[src/rtl/adc_rd_pkg.sv]
package adc_rd_pkg;

  typedef enum logic [2:0] {
    ST_IDLE,
    ST_LEAD,
    ST_RUN,
    ST_CLOSE,
    ST_GAP
  } frame_st_e;

  // Rising serial-clock edges in one frame for a given length code.
  function automatic int unsigned frame_rises(input int unsigned len_code,
                                              input bit mirror_on,
                                              input int unsigned data_w);
    if (mirror_on) return 2 * data_w;
    case (len_code)
      1: return data_w + 3;
      2: return data_w + 2;
      default: return data_w + 4;
    endcase
  endfunction

endpackage

[src/rtl/adc_sclk_divider.sv]
module adc_sclk_divider #(
  parameter int DIV_W = 8
) (
  input  logic             clk,
  input  logic             rst_n,
  input  logic             run,
  input  logic [DIV_W-1:0] half_div,
  output logic             tick
);

  logic [DIV_W-1:0] cnt;

  assign tick = run && (cnt == half_div);

  always_ff @(posedge clk or negedge rst_n) begin
    if (!rst_n)      cnt <= '0;
    else if (!run)   cnt <= '0;
    else if (tick)   cnt <= '0;
    else             cnt <= cnt + 1'b1;
  end

  p_div_count_bound_r3: assert property (@(posedge clk) disable iff (!rst_n)
    run |-> (cnt <= half_div));

endmodule

[src/rtl/adc_frame_engine.sv]
module adc_frame_engine
  import adc_rd_pkg::*;
#(
  parameter int DATA_W = 12,
  parameter int DIV_W  = 8
) (
  input  logic              clk,
  input  logic              rst_n,
  input  logic              start,
  input  logic [DIV_W-1:0]  cfg_half_div,
  input  logic [1:0]        cfg_len,
  input  logic              cfg_mirror,
  input  logic              tick,
  input  logic              sdata,
  output logic [DIV_W-1:0]  div_q,
  output logic              run,
  output logic              cs_n,
  output logic              sclk,
  output logic [DATA_W-1:0] res_data,
  output logic              res_valid,
  output logic              mirror_err
);

  localparam int MIR_LEN = 2 * DATA_W;
  localparam int IDX_W   = $clog2(MIR_LEN + 1);

  frame_st_e         state;
  logic [IDX_W-1:0]  bit_idx;
  logic [IDX_W-1:0]  len_q;
  logic              mir_on;
  logic              gap_half;
  logic [DATA_W-1:0] word_q;
  logic [DATA_W-1:0] mir_q;

  // Named internal events
  logic             rise_evt;
  logic             fall_evt;
  logic             last_rise;
  logic             in_word;
  logic             in_mirror;
  logic [IDX_W-1:0] mir_pos;

  assign run       = (state != ST_IDLE);
  assign rise_evt  = tick && (state == ST_RUN) && !sclk;
  assign fall_evt  = tick && (((state == ST_RUN) && sclk) || (state == ST_LEAD));
  assign last_rise = rise_evt && (bit_idx == len_q - IDX_W'(1));
  assign in_word   = (bit_idx >= IDX_W'(1)) && (bit_idx <= IDX_W'(DATA_W));
  assign in_mirror = mir_on && (bit_idx >= IDX_W'(DATA_W));
  assign mir_pos   = bit_idx - IDX_W'(DATA_W);

  always_ff @(posedge clk or negedge rst_n) begin
    if (!rst_n) begin
      state      <= ST_IDLE;
      cs_n       <= 1'b1;
      sclk       <= 1'b1;
      bit_idx    <= '0;
      len_q      <= '0;
      mir_on     <= 1'b0;
      gap_half   <= 1'b0;
      div_q      <= '0;
      word_q     <= '0;
      mir_q      <= '0;
      res_data   <= '0;
      res_valid  <= 1'b0;
      mirror_err <= 1'b0;
    end else begin
      res_valid  <= 1'b0;
      mirror_err <= 1'b0;
      case (state)
        ST_IDLE: if (start) begin
          state   <= ST_LEAD;
          cs_n    <= 1'b0;
          div_q   <= cfg_half_div;
          len_q   <= IDX_W'(frame_rises(int'(cfg_len), cfg_mirror, DATA_W));
          mir_on  <= cfg_mirror;
          bit_idx <= '0;
        end
        ST_LEAD: if (tick) begin
          sclk  <= 1'b0;
          state <= ST_RUN;
        end
        ST_RUN: if (tick) begin
          if (!sclk) begin
            sclk <= 1'b1;
            if (in_word) word_q <= {word_q[DATA_W-2:0], sdata};
            if (in_mirror) begin
              for (int i = 0; i < DATA_W; i++)
                if (mir_pos == IDX_W'(i)) mir_q[i] <= sdata;
            end
            if (last_rise) state <= ST_CLOSE;
            else           bit_idx <= bit_idx + 1'b1;
          end else begin
            sclk <= 1'b0;
          end
        end
        ST_CLOSE: if (tick) begin
          cs_n       <= 1'b1;
          res_valid  <= 1'b1;
          res_data   <= word_q;
          mirror_err <= mir_on && (mir_q != word_q);
          gap_half   <= 1'b0;
          state      <= ST_GAP;
        end
        ST_GAP: if (tick) begin
          gap_half <= 1'b1;
          if (gap_half) state <= ST_IDLE;
        end
        default: state <= ST_IDLE;
      endcase
    end
  end

  p_sclk_high_deselected_r2: assert property (@(posedge clk) disable iff (!rst_n)
    cs_n |-> sclk);
  p_first_edge_falls_r2: assert property (@(posedge clk) disable iff (!rst_n)
    $fell(cs_n) |-> sclk);
  p_sclk_only_on_tick_r3: assert property (@(posedge clk) disable iff (!rst_n)
    !tick |=> $stable(sclk));
  p_fall_on_tick_r3: assert property (@(posedge clk) disable iff (!rst_n)
    fall_evt |=> !sclk);
  p_rise_bound_r4: assert property (@(posedge clk) disable iff (!rst_n)
    rise_evt |-> (bit_idx < len_q));
  p_valid_at_cs_rise_r6: assert property (@(posedge clk) disable iff (!rst_n)
    res_valid |-> $rose(cs_n));
  p_valid_single_r6: assert property (@(posedge clk) disable iff (!rst_n)
    res_valid |=> !res_valid);
  p_frame_from_idle_r7: assert property (@(posedge clk) disable iff (!rst_n)
    $fell(cs_n) |-> ($past(state) == ST_IDLE));
  p_mirror_err_with_result_r8: assert property (@(posedge clk) disable iff (!rst_n)
    mirror_err |-> res_valid);

endmodule

[src/rtl/adc_result_avg.sv]
module adc_result_avg #(
  parameter int DATA_W    = 12,
  parameter int MAX_LOG2  = 4,
  parameter int K_W       = 3
) (
  input  logic                     clk,
  input  logic                     rst_n,
  input  logic                     in_valid,
  input  logic signed [DATA_W-1:0] in_data,
  input  logic [K_W-1:0]           k_req,
  output logic signed [DATA_W-1:0] avg_data,
  output logic                     avg_valid
);

  localparam int ACC_W = DATA_W + MAX_LOG2;
  localparam int CNT_W = MAX_LOG2 + 1;

  function automatic logic [K_W-1:0] clamp_k(input logic [K_W-1:0] k);
    return (int'(k) > MAX_LOG2) ? K_W'(MAX_LOG2) : k;
  endfunction

  logic signed [ACC_W-1:0] acc;
  logic signed [ACC_W-1:0] sum_next;
  logic [CNT_W-1:0]        cnt;
  logic [K_W-1:0]          k_q;
  logic [K_W-1:0]          k_eff;
  logic                    group_end;

  assign k_eff     = (cnt == '0) ? clamp_k(k_req) : k_q;
  assign sum_next  = acc + ACC_W'(in_data);
  assign group_end = in_valid && (cnt == CNT_W'((1 << k_eff) - 1));

  always_ff @(posedge clk or negedge rst_n) begin
    if (!rst_n) begin
      acc       <= '0;
      cnt       <= '0;
      k_q       <= '0;
      avg_data  <= '0;
      avg_valid <= 1'b0;
    end else begin
      avg_valid <= 1'b0;
      if (group_end) begin
        avg_data  <= DATA_W'(sum_next >>> k_eff);
        avg_valid <= 1'b1;
        acc       <= '0;
        cnt       <= '0;
      end else if (in_valid) begin
        acc <= sum_next;
        cnt <= cnt + 1'b1;
        k_q <= k_eff;
      end
    end
  end

  p_avg_follows_result_r9: assert property (@(posedge clk) disable iff (!rst_n)
    avg_valid |-> $past(in_valid));
  p_group_count_bound_r9: assert property (@(posedge clk) disable iff (!rst_n)
    int'(cnt) < (1 << MAX_LOG2));

endmodule

[src/rtl/adc_frame_reader.sv]
module adc_frame_reader #(
  parameter int DATA_W   = 12,
  parameter int DIV_W    = 8,
  parameter int MAX_LOG2 = 4,
  parameter int K_W      = 3
) (
  input  logic              clk,
  input  logic              rst_n,
  input  logic              start,
  input  logic [DIV_W-1:0]  cfg_half_div,
  input  logic [1:0]        cfg_len,
  input  logic              cfg_mirror,
  input  logic [K_W-1:0]    cfg_avg_log2,
  input  logic              adc_sdata,
  output logic              adc_cs_n,
  output logic              adc_sclk,
  output logic              busy,
  output logic [DATA_W-1:0] res_data,
  output logic              res_valid,
  output logic              mirror_err,
  output logic [DATA_W-1:0] avg_data,
  output logic              avg_valid
);

  logic             tick;
  logic             run;
  logic [DIV_W-1:0] div_q;

  assign busy = run;

  adc_sclk_divider #(.DIV_W(DIV_W)) i_div (
    .clk      (clk),
    .rst_n    (rst_n),
    .run      (run),
    .half_div (div_q),
    .tick     (tick)
  );

  adc_frame_engine #(.DATA_W(DATA_W), .DIV_W(DIV_W)) i_eng (
    .clk          (clk),
    .rst_n        (rst_n),
    .start        (start),
    .cfg_half_div (cfg_half_div),
    .cfg_len      (cfg_len),
    .cfg_mirror   (cfg_mirror),
    .tick         (tick),
    .sdata        (adc_sdata),
    .div_q        (div_q),
    .run          (run),
    .cs_n         (adc_cs_n),
    .sclk         (adc_sclk),
    .res_data     (res_data),
    .res_valid    (res_valid),
    .mirror_err   (mirror_err)
  );

  adc_result_avg #(.DATA_W(DATA_W), .MAX_LOG2(MAX_LOG2), .K_W(K_W)) i_avg (
    .clk       (clk),
    .rst_n     (rst_n),
    .in_valid  (res_valid),
    .in_data   (res_data),
    .k_req     (cfg_avg_log2),
    .avg_data  (avg_data),
    .avg_valid (avg_valid)
  );

endmodule

[config.mk]
export PLATFORM = sky130hd
export DESIGN_NAME = adc_frame_reader
export DESIGN_NICKNAME = d
export VERILOG_FILES = /design/src/rtl/adc_rd_pkg.sv /design/src/rtl/adc_sclk_divider.sv /design/src/rtl/adc_frame_engine.sv /design/src/rtl/adc_result_avg.sv /design/src/rtl/adc_frame_reader.sv
export SDC_FILE = /design/constraint.sdc
export NUM_CORES = 1
export LEC_CHECK = 0
export ABC_AREA = 0
export BUFFER_PORTS_ARGS = -buffer_cell sky130_fd_sc_hd__buf_2
export CAP_MARGIN = 20
export CELL_PAD_IN_SITES_DETAIL_PLACEMENT = 1
export CELL_PAD_IN_SITES_GLOBAL_PLACEMENT = 2
export CORE_ASPECT_RATIO = 2
export CORE_MARGIN = 4
export CORE_UTILIZATION = 40
export DETAILED_ROUTE_END_ITERATION = 8
export PLACE_DENSITY = 0.86
export REMOVE_ABC_BUFFERS = 1
export SLEW_MARGIN = 20
export SYNTH_ARGS = -nofsm -noshare
export SYNTH_HDL_FRONTEND = slang
export SYNTH_SLANG_ARGS = --single-unit
[constraint.sdc]
create_clock -name clk -period 10.1 [get_ports clk]
set_input_delay 2.02 -clock clk [delete_from_list [all_inputs] [get_ports clk]]
set_output_delay 2.02 -clock clk [all_outputs]
set_load 0.05 [all_outputs]
==> metrics.yaml <==
num_rows: 65
slew_viol_final: 0
hold_violations: 0
yosys_warnings: 0
nets: 752
max_stage_delay_ns: 0.83
critPathSlowestCell: "mux2i_1"
timing.fmax_mhz: 201
netlist_area_sq_mm: 0.00641
ys_types: 68
io_pins: 48
grtUsageTotal: 0.194
drc: 0
cts.sinks: 107
place_hpwl_um: 13500
synth_seq_cells: 107
setup_tns_ns: 0
status: "complete, no violations"
drv_cap: 0
crit_top_cell: "nand2_1"
syn_inst: 677
finClkSkew_ns: 0.0125
core-area_sq_mm: 0.0158
die_h_um: 187
crit_type: "input pin to flip-flop"
dieArea_sq_mm: 0.0182
cts_buffer_depth: 2
place.gp.congestion: 0.831
syn2layout_area_growth_pct: 10.6
crit_chain: "buf_2 > mux2i_1 > nand2_1 > ha_1 > xor2_1 > or2_2 > o22ai_1 > o211ai_1 > a211o_1 > inv_4 > nand2_1 > o221ai_1"
async_flop_share: 1.00
start_util: 0.406
cts_root_buf: "clkbuf_16"
cp_max_fo: 18
combPwrFrac: 0.028
crit_family: "compound AO/OA/AOI/OAI gates"
die_w_um: 97.5
rsz0062_at_grt: "no"
num_vias: 5193
clk_latency_ns: 0.36
cts-htree-levels: 3
regArea_sq_mm: 0.00268
numCtsBuffers: 9
setup_viol: 0
power_leakage_nw: 3.21
vdd_ir_drop_max_mv: 0.0761
fillers: 1840
syn_area_per_cell_sq_um: 9.47
synth-edff-count: 0
gr-total-overflow: 0
num_antenna_cells: 0
relSlewSlack: 0.281
hold_class: "flip-flop to flip-flop"
fin_crit_ns: 4.96
finalCritPeriodShare: 0.491
multi_input_area_sq_mm: 0.00350
p_seq_frac: 0.535
tightest_slew_ns: 1.05
p_clk_frac: 0.437
wirelength_um: 17200
antenna_found_initial: 0
end_kind: "flip-flop"
grt_max_degree: 65
cts_tree: "built"
crit_required_ns: 10.37
startpoint_type: "input pin"
cp.arrival_ns: 5.23
synth_seq_area_share: 0.418
dr.pass1.iters: 4
ant_nets: 0
drive_gt1_frac: 0.171
io_buffers: 47
p_sw_frac: 0.232
clkTransAtPathRegs_ns: 0.08
ctsHoldBuffers: 0
synth_ff_type: "dfrtp_1"
power.internal_mw: 0.624
grt_pass1_wl_um: 29100
crit_buf_inv: 2
first_global_vias: 5775
cts_resized: 0
dr.first_iter.drc_count: 124
wire_per_inst_um: 18.9
power_density_mw_per_mm2: 115
holdWs_ns: 0.462
cts_setup_buffers: 0
fin_total_pwr_mw: 0.814
p_switching_mw: 0.189
via_per_inst: 5.69
## worst reg2reg max path, stage by stage (launching register included)
cell and delay, ns:
dfrtp_1 0.40, inv_1 0.12, ha_1 0.17, nor4b_4 0.64, mux2i_1 0.95, nand2_1 0.14
ha_1 0.29, xor2_1 0.18, or2_2 0.29, o22ai_1 0.11, o211ai_1 0.13, a211o_1 0.54
inv_4 0.21, nand2_1 0.12, o221ai_1 0.22
## kinds of logic (layout without fill, tap and decap cells)
family                   count (synthesis)  after routing  synth area share
flip-flops                             107            107             0.418
AND/OR/NAND/NOR                        230            230             0.167
adder cells (fa/ha/maj)                 27             27            0.0539
XOR/XNOR                                50             50            0.0683
multiplexers                            51             51            0.0909
AO/OA/AOI/OAI                          157            157             0.166
buffers and inverters                   55             90            0.0359
## power by group through the flow
| stage | combinational [mW] | sequential, mW | clock (mW) |
|---|---|---|---|
| floorplan | 0.00800 | 0.443 | 0 |
| global placement | 0.0221 | 0.444 | 0 |
| detailed placement | 0.0237 | 0.444 | 0 |
| CTS | 0.0239 | 0.436 | 0.370 |
| global route | 0.0262 | 0.436 | 0.386 |
| finish | 0.0227 | 0.436 | 0.355 |
## metal layers
layer  GRT usage  share of wire  routed length [um]  up-vias
met5           0              0                   0        -
met2       0.398           0.61               10500       65
met4      0.0693          0.022                 379        0
met1       0.188           0.35                6030     2626
li1            -              -                   -     2477
met3      0.0265          0.020                 340       25
## final cells by class
class	count	area share
Multi-Input combinational cell	515	0.494
Clock inverter	5	0.00600
Timing Repair Buffer	53	0.0399
Clock buffer	11	0.0356
Sequential cell	107	0.378
Tap cell	201	0.0355
Inverter	21	0.0115
## state kept, by name (all words and copies together), names as in the netlist, 5 cells and up
register / cells
i_eng.mir_q: 12
i_div.cnt: 8
i_avg.acc: 16
i_avg.avg_data: 12
i_eng.res_data: 12
i_avg.cnt: 5
i_eng.word_q: 12
i_eng.bit_idx: 5
i_eng.div_q: 8
## cells in the mapped netlist, types with 3 or more instances
cell       count  area share
xnor2_1       31       0.042
o2bb2ai_1     12       0.016
a21o_1         4      0.0047
o22ai_1        3      0.0029
xor2_1        19       0.026
or3_1          5      0.0049
nor2_1        50       0.029
nand2_1      102       0.060
dfrtp_1      105        0.41
nand4_1       11       0.011
o211ai_1      12       0.014
ha_1          26       0.051
and2_1         6      0.0059
mux2_2        39       0.068
clkbuf_1      26       0.015
inv_1         20       0.012
nand2b_1       7      0.0068
nor4_1         4      0.0039
o221ai_1       4      0.0055
o21ai_0       34       0.027
o211a_1        4      0.0062
buf_2          5      0.0039
and3_1         6      0.0059
a21oi_1       30       0.023
nor2b_1        3      0.0029
o21a_1         6      0.0070
a31oi_1        6      0.0059
o31ai_1        4      0.0047
nand3_1       16       0.012
a211oi_1      12       0.014
nor3_1         8      0.0062
mux2i_1        8       0.012
## per-stage QoR
stage                     area, sq um   util  setup slack, ns  cells
after CTS                        7090  0.450             5.12    913
after global routing             7090  0.450             4.83    913
after global placement           6790  0.430             4.90    896
after detailed placement         6800  0.431             4.75    897
after floorplan                  6260      -             4.73    643
final                            7090  0.450             5.14    913
## final timing paths
kind	startpoint	to	slack, ns	cells after the start
min in group asynchronous	rst_n	i_avg.k_q[1]$_DFFE_PN0P_	1.67	1
max in group asynchronous	rst_n	i_avg.acc[0]$_DFFE_PN0P_	7.18	2
worst min register to register	i_eng.cs_n$_DFFE_PN1P_	i_eng.cs_n$_DFFE_PN1P_	0.46	2
worst max-delay path	cfg_avg_log2[2]	i_avg.avg_data[9]$_DFFE_PN0P_	5.14	12
worst max register to register	i_avg.cnt[0]$_DFFE_PN0P_	i_avg.avg_data[9]$_DFFE_PN0P_	5.52	14
worst min-delay path	i_eng.cs_n$_DFFE_PN1P_	i_eng.cs_n$_DFFE_PN1P_	0.46	2
## layout by cell type (no fill, tap or decap), drive strengths merged, types with 4 or more instances in the layout
master	instances
a211oi	12
a21o	4
a21oi	30
a31oi	6
and2	6
and3	6
buf	53
clkbuf	11
dfrtp	105
ha	26
inv	23
mux2	42
mux2i	8
nand2	102
nand2b	7
nand3	16
nand4	11
nor2	50
nor3	9
nor4	4
o211a	4
o211ai	13
o21a	6
o21ai	36
o221ai	4
o2bb2ai	12
o31ai	4
or3	6
xnor2	31
xor2	19
No activity file was read; power rests on OpenSTA's default activity.
